==> src/rtl/nic_intr_status.sv <==
module nic_intr_status #(
  parameter int TALLY_CNT = 3
) (
  input  logic                 clk,
  input  logic                 rst_n,
  input  logic                 rx_good,
  input  logic                 tx_good,
  input  logic                 rx_crc_err,
  input  logic                 rx_align_err,
  input  logic                 rx_fifo_overrun,
  input  logic                 rx_missed,
  input  logic                 tx_excess_coll,
  input  logic                 tx_fifo_underrun,
  input  logic                 rx_dma_at_boundary,
  input  logic                 rdma_done,
  input  logic [TALLY_CNT-1:0] tally_msb,
  input  logic                 enter_reset,
  input  logic                 start_cmd,
  input  logic                 ring_overflow,
  input  logic                 ring_pkt_removed,
  input  logic                 host_wr,
  input  logic                 host_sel_mask,
  input  logic [7:0]           host_wdata,
  output logic [7:0]           host_rdata,
  output logic                 irq
);

  localparam int EVT_W = 7;

  logic [EVT_W-1:0]     sticky_q;
  logic [EVT_W-1:0]     mask_q;
  logic                 rst_stat_q;
  logic [TALLY_CNT-1:0] tally_q;
  logic [EVT_W-1:0]     evt_set;
  logic [EVT_W-1:0]     w1c;
  logic                 rx_err, tx_err, tally_rise;

  assign rx_err     = rx_crc_err | rx_align_err | rx_fifo_overrun | rx_missed;
  assign tx_err     = tx_excess_coll | tx_fifo_underrun;
  assign tally_rise = |(tally_msb & ~tally_q);

  assign evt_set = {rdma_done, tally_rise, rx_dma_at_boundary,
                    tx_err, rx_err, tx_good, rx_good};

  assign w1c = (host_wr && !host_sel_mask) ? host_wdata[EVT_W-1:0] : '0;

  // Event bits carry no reset; software clears them after power-up.
  always_ff @(posedge clk)
    sticky_q <= (sticky_q & ~w1c) | evt_set;

  always_ff @(posedge clk) begin
    if (!rst_n) begin
      mask_q     <= '0;
      rst_stat_q <= 1'b1;
      tally_q    <= '0;
    end else begin
      tally_q <= tally_msb;
      if (host_wr && host_sel_mask)
        mask_q <= host_wdata[EVT_W-1:0];
      if (enter_reset || ring_overflow)
        rst_stat_q <= 1'b1;
      else if (start_cmd || ring_pkt_removed)
        rst_stat_q <= 1'b0;
    end
  end

  assign host_rdata = host_sel_mask ? {1'b0, mask_q} : {rst_stat_q, sticky_q};
  assign irq        = |(sticky_q & mask_q);

endmodule


==> config.mk <==
export PLATFORM = sky130hd
export DESIGN_NAME = nic_intr_status
export DESIGN_NICKNAME = d
export VERILOG_FILES = /design/src/rtl/nic_intr_status.sv
export SDC_FILE = /design/constraint.sdc
export NUM_CORES = 1
export LEC_CHECK = 0
export BUFFER_PORTS_ARGS = -buffer_cell sky130_fd_sc_hd__buf_2
export CAP_MARGIN = 20
export CORE_MARGIN = 10
export CORE_UTILIZATION = 48
export CTS_CLUSTER_SIZE = 20
export DETAILED_ROUTE_END_ITERATION = 10
export GPL_ROUTABILITY_DRIVEN = 0
export GPL_TIMING_DRIVEN = 1
export PLACE_DENSITY = 0.82
export SETUP_SLACK_MARGIN = 0.02
export SLEW_MARGIN = 10
export SYNTH_ARGS = -nofsm -noshare
export SYNTH_HDL_FRONTEND = slang
export SYNTH_SLANG_ARGS = --single-unit
==> constraint.sdc <==
create_clock -name clk -period 1.27 [get_ports clk]
set_input_delay 0 -clock clk [delete_from_list [all_inputs] [get_ports clk]]
set_output_delay 0 -clock clk [all_outputs]
set_load 0.03 [all_outputs]
==> impl_summary.md, run 1 <==
Power
The worst-case IR drop observed on VDD is 0.0008021 V. For this design the ratio of total power to cell area is 997.8 nW/um2. The post-layout total power is 1267 uW. The static leakage is 0.0005583 uW.

Floorplanning
In this run the vertical extent of the chip is 61.61 um. The core region is 1577 um2. The floorplan die width is 61.61 um. 38 I/O pins were placed. The initial standard-cell utilization of the core is 52.70%. The area of the die is 3795 um2. The floorplan has 14 rows.

Logic synthesis
When the netlist entered floorplanning its net count stood at 110. The sequential fraction of the synthesis area is 43.37%. In this run the cell area of the synthesized design comes to 830.8 um2.

The number of warning messages in the yosys log is 0. The number of instances in the synthesized netlist is 81. The count of distinct cell types in the synthesized netlist is 20. The number of register bits inferred by synthesis is 18. The average cell area after synthesis is 10.26 um2.

Detailed routing
The number of vias after detailed routing is 834. The detail-routed net length per standard cell is 16.06 um. The final layout contains routed wiring with a total length of 2474 um.

The number of DRC markers after the initial detailed-route iteration is 12. The count of antenna-violating nets left after detailed routing is 0. The pre-antenna-repair detailed-routing pass consisted of 4 iterations. The number of vias per cell is 5.416. In the routed design, unresolved DRC markers number 0.

Clocking
The total clock buffers created by CTS is 3. Clock-pin slew was measured on the worst setup and hold paths at 110 ps. For this design, the sink count on the clock tree is 18. The clock passes through at most 2 buffers. The clock insertion delay at the later pin of the skew report is 300 ps.

The number of H-tree levels is 1. The tree is rooted in a sky130_fd_sc_hd__clkbuf_4. TritonCTS built the clock tree.

Flow run
The tool flagged a number of max-cap violations equal to 0.

Timing
Setup repair after global routing could not meet its margin everywhere. The slew of the pin with the lowest slew margin is 421.2 ps. The share of the clock period used by the worst path is 101.9%. The count of final max-slew check failures is 0. In the post-route analysis, the smallest setup slack over all paths is -23.78 ps. After routing, the total negative slack on setup checks comes to -23.78 ps. Hold is met by 11.61 ps. For the final database, setup skew stands at 0.2975 ps.

The highest achievable clock rate is 772.9 MHz. The count of endpoints failing hold in the final timing report is 0. The clock period minus final worst setup slack is 1294 ps. Headroom to the max-slew limit came out at 71.92%. Setup violations remaining at the end of the flow were counted as 1.

GRT
The global-route usage over all layers is 15.08%. The global routing usage on met2 is 26.50%. Global routing consumed, on the met3 layer, 6.379% of the routing resources. Entering global routing, the biggest net connects 30 pins. The total grt overflow is 0. The first global-routing pass estimated 4229 um of wire.

The initial antenna violation count came to 0. After global routing, the most crowded layer is met2. For met1 alone, demand over resource in global routing was 14.40%.

The via count of the first global-routing pass was 909.

Cells and area
The number of fill cells in the layout is 104. The antenna diode count is 0. At the end of the flow the core is filled with cells to 80.56%. For this run, the post-layout net count is 168. The post-route netlist has 36.96% of its cells at a drive strength greater than 1. Excluding fillers, the count of instances in the completed layout stands at 154. In the layout the commonest cells are sky130_fd_sc_hd__buf_2 (35), sky130_fd_sc_hd__dlygate4sd3_1 (22), sky130_fd_sc_hd__dfxtp_1 (16). The library cell used most frequently in the layout, excluding fill and tap cells, is sky130_fd_sc_hd__buf_2. The area growth from synthesis to layout is 52.86%.

Critical path
The critical path is of the flop to output port type. The sort of element at the end of the critical path is an output port. The worst reg2reg path endpoint is sticky_q[0]. The startpoint identified for the worst register-to-register timing path is sticky_q[0]. The data arrival time of the worst path is 1290 ps. The slack of the worst reg-to-reg path is 110 ps. The maximum fanout along the worst path is 2. STA classifies the critical path startpoint as a flop. For the worst setup path, the data required time is 1270 ps. The depth of the worst register-to-register path is 2. The end point of the critical path is irq. The startpoint of the worst setup timing path is mask_q[4].

Hold path
The path class of the tightest hold or removal check is input port to flop. Along the worst hold path, the cell count comes to 3.

Status
The run finished, with violations left. The final reports fail on negative setup slack.

Placement
Buffers placed on the I/O ports in this run total 36. The number of placed instances, taps included is 127. The post-DP HPWL is 1524 um.
## state kept, by name, summed over array words and instances (netlist names)
signal,flops
rst_stat_q,1
mask_q,7
sticky_q,7
tally_q,3
## synth_stat cells
cell	count	area share, %
sky130_fd_sc_hd__a21o_1	5	4.5
sky130_fd_sc_hd__o21a_1	7	6.3
sky130_fd_sc_hd__a222oi_1	1	1.2
sky130_fd_sc_hd__dfxtp_1	18	43
sky130_fd_sc_hd__mux2_2	7	9.5
sky130_fd_sc_hd__clkbuf_1	2	0.90
sky130_fd_sc_hd__or3b_2	1	1.1
sky130_fd_sc_hd__a22oi_1	2	1.8
sky130_fd_sc_hd__nor2b_1	4	3.0
sky130_fd_sc_hd__buf_6	1	1.4
sky130_fd_sc_hd__and2_1	3	2.3
sky130_fd_sc_hd__a21boi_0	7	6.3
sky130_fd_sc_hd__nand3b_1	7	6.3
sky130_fd_sc_hd__nor2_1	1	0.45
sky130_fd_sc_hd__a211o_1	1	1.1
sky130_fd_sc_hd__or4_1	1	0.90
sky130_fd_sc_hd__and3_1	7	5.3
sky130_fd_sc_hd__a2111o_1	1	1.4
sky130_fd_sc_hd__nand3_1	2	1.2
sky130_fd_sc_hd__buf_2	3	1.8
## layer usage
metal  routed length (um)  vias up
met3                  172        9
met1                  883      387
li1                     -      413
met2                 1335       25
met5                    0        -
met4                   82        0
## cell families after synthesis
| family | count (synthesis) | share of synthesized area [%] |
|---|---|---|
| buffers and inverters | 6 | 4.066 |
| AOI/OAI and AO/OA | 24 | 22.59 |
| DFF | 18 | 43.37 |
| muxes | 7 | 9.488 |
| and+or+nand+nor | 26 | 20.48 |
## cell type report
type | instances | area [um2] | share of cell area (%)
flip-flops and latches | 18 | 362.8 | 28.57
clock buffers | 4 | 36.28 | 2.857
multi-input cells | 57 | 436.7 | 34.38
well taps | 16 | 20.02 | 1.576
repair buffers | 59 | 414.1 | 32.61
## worst min path at each step
| stage | from | slack (ps) | to |
|---|---|---|---|
| after CTS | host_wdata[2] | 4 | sticky_q[2] |
| after floorplan | rx_good | 90 | sticky_q[0] |
| after global routing | host_wdata[3] | 20 | sticky_q[3] |
| after detailed placement | rx_dma_at_boundary | 180 | sticky_q[4] |
| after global placement | rx_good | 170 | sticky_q[0] |
| final | host_wdata[2] | 10 | sticky_q[2] |
## timing repair
| item | in CTS | in global routing |
|---|---|---|
| hold endpoints to repair | 10 | 0 |
| buffers inserted | 1 | 0 |
| gates resized for setup | 3 | 1 |
| endpoints found under the setup margin | 1 | 1 |
| hold buffers | 22 | 0 |
| pin swaps | 2 | 0 |
## power breakdown
part / switching [uW] / internal (uW) / leakage [uW]
registers: 14.8 / 590 / 0.000148
clock network: 190 / 175 / 0.0000210
logic: 140 / 157 / 0.000389
## metrics by stage
stage          setup WS (ps)  instance area, um2
2_1_floorplan          359.5               830.8
3_3_place_gp           295.0               997.2
3_5_place_dp           279.3               997.2
4_1_cts               -41.14                1269
5_1_grt               -128.4                1270
6_report              -23.78                1270
## critical path, stage by stage, from the launching register on
cell,delay [ps]
sky130_fd_sc_hd__dfxtp_2,330
sky130_fd_sc_hd__a222oi_1,350
sky130_fd_sc_hd__nand3_1,140
sky130_fd_sc_hd__buf_6,160
Note: power is estimated with default switching activity, not from simulation.
==> run 2, diff against run 1 <==
--- a/config.mk
+++ b/config.mk
@@ -5,6 +5,7 @@
 export SDC_FILE = /design/constraint.sdc
 export NUM_CORES = 1
 export LEC_CHECK = 0
+export ABC_AREA = 1
 export BUFFER_PORTS_ARGS = -buffer_cell sky130_fd_sc_hd__buf_2
 export CAP_MARGIN = 20
 export CORE_MARGIN = 10
@@ -13,6 +14,7 @@
 export DETAILED_ROUTE_END_ITERATION = 10
 export GPL_ROUTABILITY_DRIVEN = 0
 export GPL_TIMING_DRIVEN = 1
+export HOLD_SLACK_MARGIN = 0.02
 export PLACE_DENSITY = 0.82
 export SETUP_SLACK_MARGIN = 0.02
 export SLEW_MARGIN = 10
==> run 2 against run 1 <==
The run now ends clean. Die area fell by 0.11%. Power decreased by 0.14%. Worst setup slack gained 93 ps. Sequential power about the same. Flip-flop and latch count unchanged. Wire length grew 14%. Critical path depth rose by 2. Largest power group unchanged.
==> impl_summary.md, run 2 <==
GRT
The global-route usage over all layers is 15.30% (+0.22 points). The total grt overflow came to 0 (unchanged). The first-pass GRT wire length is 4478 um (+5.9%).

The initial antenna violation count came to 0 (unchanged). The largest net degree at the start of global routing is 25 (-17%). The via count of the first global-routing pass was 1071 (+18%).

Logic synthesis
The top flip-flop cell by instance count after synthesis is sky130_fd_sc_hd__dfxtp_1. The average cell area after synthesis is 6.332 um2 (-38%). The share of flip-flops with an asynchronous set or reset came to 0% (unchanged). Counting instances in the post-synthesis netlist gives the leading cell types as sky130_fd_sc_hd__nand2_1 (55), sky130_fd_sc_hd__inv_1 (22), sky130_fd_sc_hd__dfxtp_1 (18).

The number of warning messages in the yosys log is 0 (unchanged). The post-synthesis instance area is 829.5 um2 (-0.15%). The cell with the most instances after synthesis is sky130_fd_sc_hd__nand2_1. The count of flip-flops with a built-in enable after synthesis is 0 (unchanged). The count of distinct cell types in the synthesized netlist is 10 (-50%). The number of register bits inferred by synthesis is 18 (unchanged).

By area the synthesized netlist is led by sky130_fd_sc_hd__dfxtp_1 (43%), sky130_fd_sc_hd__nand2_1 (25%), sky130_fd_sc_hd__inv_1 (10%). The sequential fraction of the synthesis area came to 43.44% (+0.065 points). The number of instances in the synthesized netlist was 131 (+62%). The area share of the leading cell type in the synthesized netlist was 43.44% (+0.065 points).

The post-synthesis cell type with the largest combined area is sky130_fd_sc_hd__dfxtp_1. The number of nets in the synthesized netlist is 160 (+45%).

Cells and area
The largest registers in the layout are mask_q (7), sticky_q (7), tally_q (3). The antenna diode count is 0 (unchanged). The sequential standard cell area is 360.3 um2 (-0.69%).

Leaving out fill and tap cells, the most frequent cell in the layout is sky130_fd_sc_hd__nand2_1. The number of fill cells in the layout is 92 (-12%). The share of final-layout standard cells stronger than drive strength 1 was 20.71% (-16 points). The final design area excluding fillers is 1348 um2 (+6.1%). The final net count is 228 (+36%).

In the layout the commonest cells are sky130_fd_sc_hd__nand2_1 (55), sky130_fd_sc_hd__buf_2 (35), sky130_fd_sc_hd__dlygate4sd3_1 (30). The multi-input logic area came to 365.4 um2 (-16%). Relative to the synthesized area, the layout overhead comes to 62.44%.

Critical path
The startpoint class of the critical path is an input port. The worst setup path category is input port to flop. The count of buffer and inverter cells on the critical path is 4 (+3).

The required time of the critical path is 1460 ps (+190 ps). The highest cell delay on the worst timing path is 580 ps (+230 ps). The data arrival time of the worst path is 1390 ps (+100 ps). The critical path goes through dlygate4sd3_1 > buf_2 > nand2_1 > dlygate4sd3_1 > inv_1.

The maximum fanout along the worst path was 5 (+3). The depth of the worst register-to-register path is 3 (+1). In this run the critical register-to-register path is captured at sticky_q[1].

The largest individual stage delay along the critical path comes from the cell sky130_fd_sc_hd__dlygate4sd3_1. The startpoint identified for the worst register-to-register timing path is sticky_q[1]. The sort of element at the end of the critical path is a flop. The slack of the worst reg-to-reg path is 170 ps (+60 ps).

The cell family contributing the most delay on the critical path is buffers and inverters. By instance count, the cell type seen most on the critical path is sky130_fd_sc_hd__dlygate4sd3_1.

Timing
The highest achievable clock rate is 832.7 MHz (+7.7%). The count of endpoints failing hold in the final timing report is 0 (unchanged). The share of the clock period used by the worst path is 94.56% (-7.3 points). The final setup skew came to 0.1135 ps (-0.1840 ps).

The clock period minus final worst setup slack is 1201 ps (-92.86 ps). The post-route setup TNS is 0 ps (+23.78 ps). Setup repair after global routing left no endpoint under its margin. The final count of negative-setup-slack endpoints is 0 (-1). The slew of the pin with the lowest slew margin is 409.6 ps (-11.61 ps). The count of final max-slew check failures is 0 (unchanged).

The headroom to the max-slew limit is 72.69% (+0.77 points). The worst hold slack came to 61.45 ps (+49.84 ps).

Floorplanning
The overall die height came to 61.57 um (about the same). The count of standard-cell rows is 14 (unchanged). The I/O pin total is 38 (unchanged).

The core outline area is 1577 um2 (unchanged). The initial standard-cell utilization of the core is 52.62% (-0.079 points). The area of the die came to 3791 um2 (-0.11%). The floorplan die width is 61.57 um (about the same).

Detailed routing
The number of vias per cell was 4.743 (-12%). The first-pass iteration count of the detailed router is 4 (unchanged). The detail-routed net length per standard cell is 13.18 um (-18%). The number of DRC markers after the initial detailed-route iteration is 60 (+48). The highest layer used for signal routing is met4. The routed wire length on met2 is 1490 um (+12%). The routed wire length came to 2821 um (+14%).

The number of DRC violations after detailed routing was 0 (unchanged). The met1 wire length was 1005 um (+14%). The count of antenna-violating nets left after detailed routing came to 0 (unchanged).

The number of vias after detailed routing came to 1015 (+22%). The wire length on met3 is 249 um (+45%).

Power
The static leakage was 0.0007582 uW (+36%). The worst vdd rail ir drop is 0.0006667 V (-17%). The total power density per cell area came to 939.0 nW/um2 (-5.9%).

Clocking
The post-CTS setup buffer count is 0 (-1). The number of H-tree levels came to 1 (unchanged). The clock sink count is 18 (unchanged). The clock-pin slew of the registers on the worst-case setup and hold paths is 100 ps (about the same). The clock insertion delay at the later pin of the skew report came to 290 ps (about the same). The deepest clock path buffer count is 2 (unchanged). The total clock buffers created by CTS is 3 (unchanged).

The clock root buffer is sky130_fd_sc_hd__clkbuf_4. TritonCTS built the clock tree.

Placement
The total cell area at the placement stage was 1008 um2 (+1.1%). The post-DP HPWL is 1639 um (+7.6%). The number of I/O port buffers is 36 (unchanged).

Status
The run finished with clean final reports.

Hold path
The type of the worst min-delay path is input port to flop. The instance count along the most critical hold path came to 3 (unchanged). The worst hold path begins at host_wr. The endpoint with the worst hold slack is mask_q[0].

Flow run
The max-cap violation count is 0 (unchanged).
-- run 2: cell count changes in the layout (fill, tap and decap cells not counted), moves of 8 or more --
cell,before,now
sky130_fd_sc_hd__inv_1,0,22
sky130_fd_sc_hd__dlygate4sd3_1,22,30
sky130_fd_sc_hd__nand2_1,0,55
sky130_fd_sc_hd__nor2_1,1,10
-- run 2: metrics by stage --
step,utilization (%),power [uW],setup WS (ps),instances
3_5_place_dp,63.97,845.6,328.3,180
5_1_grt,85.48,1333,34.26,214
6_report,85.48,1265,69.08,214
4_1_cts,85.32,1258,120.3,214
2_1_floorplan,-,757.1,232.6,131
3_3_place_gp,63.97,837.5,395.8,180
-- run 2: logic make-up after synthesis --
logic type,count (synthesis),share of synthesized area (%)
AND/OR/NAND/NOR,74,35.60
flip-flops,18,43.44
buffers and inverters,25,12.52
AO/OA/AOI/OAI,14,8.446
-- run 2: power by group --
part / internal, uW / leakage [uW] / switching, uW
clock network: 174 / 0.0000210 / 176
logic: 143 / 0.000589 / 167
registers: 590 / 0.000148 / 16.1
-- run 2: timing repair --
item                                    in CTS  in global routing
gates resized for setup                      0                  2
endpoints found under the setup margin       0                  2
hold buffers                                30                  1
endpoints found under the hold margin       18                  1
-- run 2: area by class of cell --
class / instances / area share [%]
repair buffers: 66 / 35.84
multi-input cells: 88 / 27.11
flip-flops and latches: 18 / 26.74
inverters: 22 / 6.128
clock buffers: 4 / 2.693
well taps: 16 / 1.486
-- run 2: worst min-delay path, cell delays in order --
cell                      delay [ps]
sky130_fd_sc_hd__buf_2           160
sky130_fd_sc_hd__nand3_1          90
sky130_fd_sc_hd__a21oi_1          60
-- run 2: how the worst max path moves through the flow --
| stage | start | to | slack [ps] | cells past startpoint |
|---|---|---|---|---|
| final | rst_n | tally_q[2] | 70 | 5 |
| after global routing | ring_pkt_removed | rst_stat_q | 30 | 6 |
| after CTS | enter_reset | rst_stat_q | 120 | 5 |
| after detailed placement | host_sel_mask | mask_q[3] | 330 | 4 |
| after global placement | host_sel_mask | mask_q[0] | 400 | 4 |
| after floorplan | sticky_q[0] | host_rdata[0] | 230 | 2 |
-- run 2: routing by layer --
metal  global-route usage (%)  vias to the layer above
met3                    5.556                        8
met5                        0                        -
met2                    28.99                       45
met1                    14.78                      433
li1                         -                      529
met4                    5.414                        0
==> run 3, diff against run 2 <==
--- a/config.mk
+++ b/config.mk
@@ -15,6 +15,7 @@
 export GPL_ROUTABILITY_DRIVEN = 0
 export GPL_TIMING_DRIVEN = 1
 export HOLD_SLACK_MARGIN = 0.02
+export MAX_ROUTING_LAYER = met4
 export PLACE_DENSITY = 0.82
 export SETUP_SLACK_MARGIN = 0.02
 export SLEW_MARGIN = 10
==> run 3 against run 2 <==
Global-route usage increased by 0.46 points. Sequential share of layout area unchanged. Core utilization is the same. Wire length up 0.11%. Flip-flop and latch count unchanged. Worst setup slack about the same. Cell area did not move. Critical path type unchanged. Highest routed layer unchanged.
==> impl_summary.md, run 3 (same netlist as run 2, synthesis figures left out) <==
Cells and area
The final cell count without fillers is 214 (unchanged). The largest registers in the layout are mask_q (7), sticky_q (7), tally_q (3). The most common library cell in the layout ignoring fill and taps is sky130_fd_sc_hd__nand2_1. The area growth from synthesis to layout was 62.44% (unchanged). The antenna diode count is 0 (unchanged). In the layout the commonest cells are sky130_fd_sc_hd__nand2_1 (55), sky130_fd_sc_hd__buf_2 (35), sky130_fd_sc_hd__dlygate4sd3_1 (30). The number of fill cells in the layout was 92 (unchanged).

The final net count came to 228 (unchanged). The core utilization of the finished layout is 85.48% (unchanged). The share of final-layout standard cells stronger than drive strength 1 is 20.71% (unchanged).

Critical path
The depth of the worst register-to-register path is 3 (unchanged). The startpoint of the worst setup timing path is rst_n. STA classifies the critical path startpoint as an input port. The slack of the worst reg-to-reg path is 170 ps (about the same).

The maximum fanout along the worst path is 5 (unchanged). The required time of the critical path was 1460 ps (about the same). The worst reg2reg path endpoint is sticky_q[1]. Following the worst setup path forward leads to its endpoint at tally_q[2]. The worst setup path category is input port to flop. The worst setup path is captured at a flop. The origin of the critical flop-to-flop path is sticky_q[1].

The data arrival time of the worst path is 1390 ps (about the same).

Timing
The final count of negative-setup-slack endpoints is 0 (unchanged). The count of final max-slew check failures was 0 (unchanged). The count of endpoints failing hold in the final timing report is 0 (unchanged).

The clock period minus final worst setup slack is 1201 ps (+0.4841 ps). The headroom to the max-slew limit is 72.69% (about the same). Setup repair after global routing left no endpoint under its margin.

The highest achievable clock rate was 832.4 MHz (about the same). The final setup skew is 0.1135 ps (+0.00005500 ps). The post-route setup TNS is 0 ps (unchanged). The slew of the pin with the lowest slew margin is 409.6 ps (+0.01585 ps).

The share of the clock period used by the worst path is 94.60% (about the same).

Flow run
The max-cap violation count is 0 (unchanged).

Power
The static leakage is 0.0007582 uW (unchanged). The total power density per cell area is 938.9 nW/um2 (about the same). The worst vdd rail ir drop is 0.0006667 V (about the same).

Detailed routing
The number of DRC violations after detailed routing came to 0 (unchanged). The number of vias per cell is 4.752 (+0.20%). The count of antenna-violating nets left after detailed routing is 0 (unchanged). The number of DRC markers after the initial detailed-route iteration was 60 (unchanged). The first-pass iteration count of the detailed router is 4 (unchanged). The detail-routed net length per standard cell is 13.20 um (+0.11%). The routed wire length was 2824 um (+0.11%). The number of vias after detailed routing is 1017 (+0.20%).

Floorplanning
The initial standard-cell utilization of the core is 52.62% (unchanged). The core outline area came to 1577 um2 (unchanged). The I/O pin total is 38 (unchanged). The count of standard-cell rows is 14 (unchanged).

The overall die height was 61.57 um (unchanged). The floorplan die width is 61.57 um (unchanged). The area of the die is 3791 um2 (unchanged).

Clocking
The clock insertion delay at the later pin of the skew report came to 290 ps (about the same). TritonCTS built the clock tree. The clock sink count is 18 (unchanged). The post-CTS setup buffer count is 0 (unchanged).

The clock-pin slew of the registers on the worst-case setup and hold paths is 100 ps (about the same). The total clock buffers created by CTS is 3 (unchanged). The number of H-tree levels was 1 (unchanged).

The deepest clock path buffer count is 2 (unchanged). The clock root buffer is sky130_fd_sc_hd__clkbuf_4.

Hold path
The startpoint identified for the worst hold timing path is host_wr. The type of the worst min-delay path is input port to flop.

GRT
The first-pass GRT wire length is 4478 um (unchanged). The initial antenna violation count is 0 (unchanged). The largest net degree at the start of global routing is 25 (unchanged).

The global-route usage over all layers is 15.76% (+0.46 points). The total grt overflow is 0 (unchanged). The via count of the first global-routing pass is 1071 (unchanged).

Placement
The number of I/O port buffers is 36 (unchanged). The number of placed instances, taps included is 180 (unchanged). The post-DP HPWL was 1639 um (unchanged).

Status
The run finished with clean final reports.
## run 3: cell counts in the layout (fill, tap and decap cells not counted)
Identical to the previous run, type by type.
## run 3: final cells by class
class / instances / area [um2] / share of cell area (%)
repair buffers: 66 / 483.0 / 35.84
multi-input cells: 88 / 365.4 / 27.11
flip-flops and latches: 18 / 360.3 / 26.74
inverters: 22 / 82.58 / 6.128
clock buffers: 4 / 36.28 / 2.693
well taps: 16 / 20.02 / 1.486
## run 3: per-layer routing
metal	global-route usage [%]	share of wire, %
met1	15.72	37
met2	28.99	53
met3	3.909	7.2
met4	5.414	2.7
met5	-	0
## run 3: repair_timing
action / in CTS / in global routing
hold endpoints to repair: 18 / 1
gates resized for setup: 0 / 2
hold buffers: 30 / 1
endpoints found under the setup margin: 0 / 2
## run 3: how the worst min path moves through the flow
stage                              to  slack, ps  depth (start not counted)
after global placement    sticky_q[1]        180                          3
after global routing        mask_q[0]         50                          3
final                       mask_q[0]         60                          3
after floorplan            rst_stat_q         80                          1
after CTS                   mask_q[4]         50                          3
after detailed placement  sticky_q[4]        180                          3
## run 3: report_power, final
| group | switching (uW) | total [uW] | internal (uW) |
|---|---|---|---|
| sequential | 16.1 | 606 | 590 |
| combinational | 166 | 309 | 143 |
| clock | 176 | 350 | 174 |
## run 3: through the flow
stage / hold slack, ps / setup slack (ps) / total power (uW) / instance area (um2)
5_1_grt: 54.88 / 34.22 / 1332 / 1348
2_1_floorplan: 84.11 / 232.6 / 757.1 / 829.5
6_report: 61.46 / 68.59 / 1265 / 1348
3_3_place_gp: 176.0 / 395.8 / 837.5 / 1008
4_1_cts: 46.70 / 120.3 / 1258 / 1345
3_5_place_dp: 183.0 / 328.3 / 845.6 / 1008
## run 3: critical path, cell delays in order
cell	delay, ps
sky130_fd_sc_hd__dlygate4sd3_1	530
sky130_fd_sc_hd__buf_2	150
sky130_fd_sc_hd__nand2_1	70
sky130_fd_sc_hd__dlygate4sd3_1	580
sky130_fd_sc_hd__inv_1	70
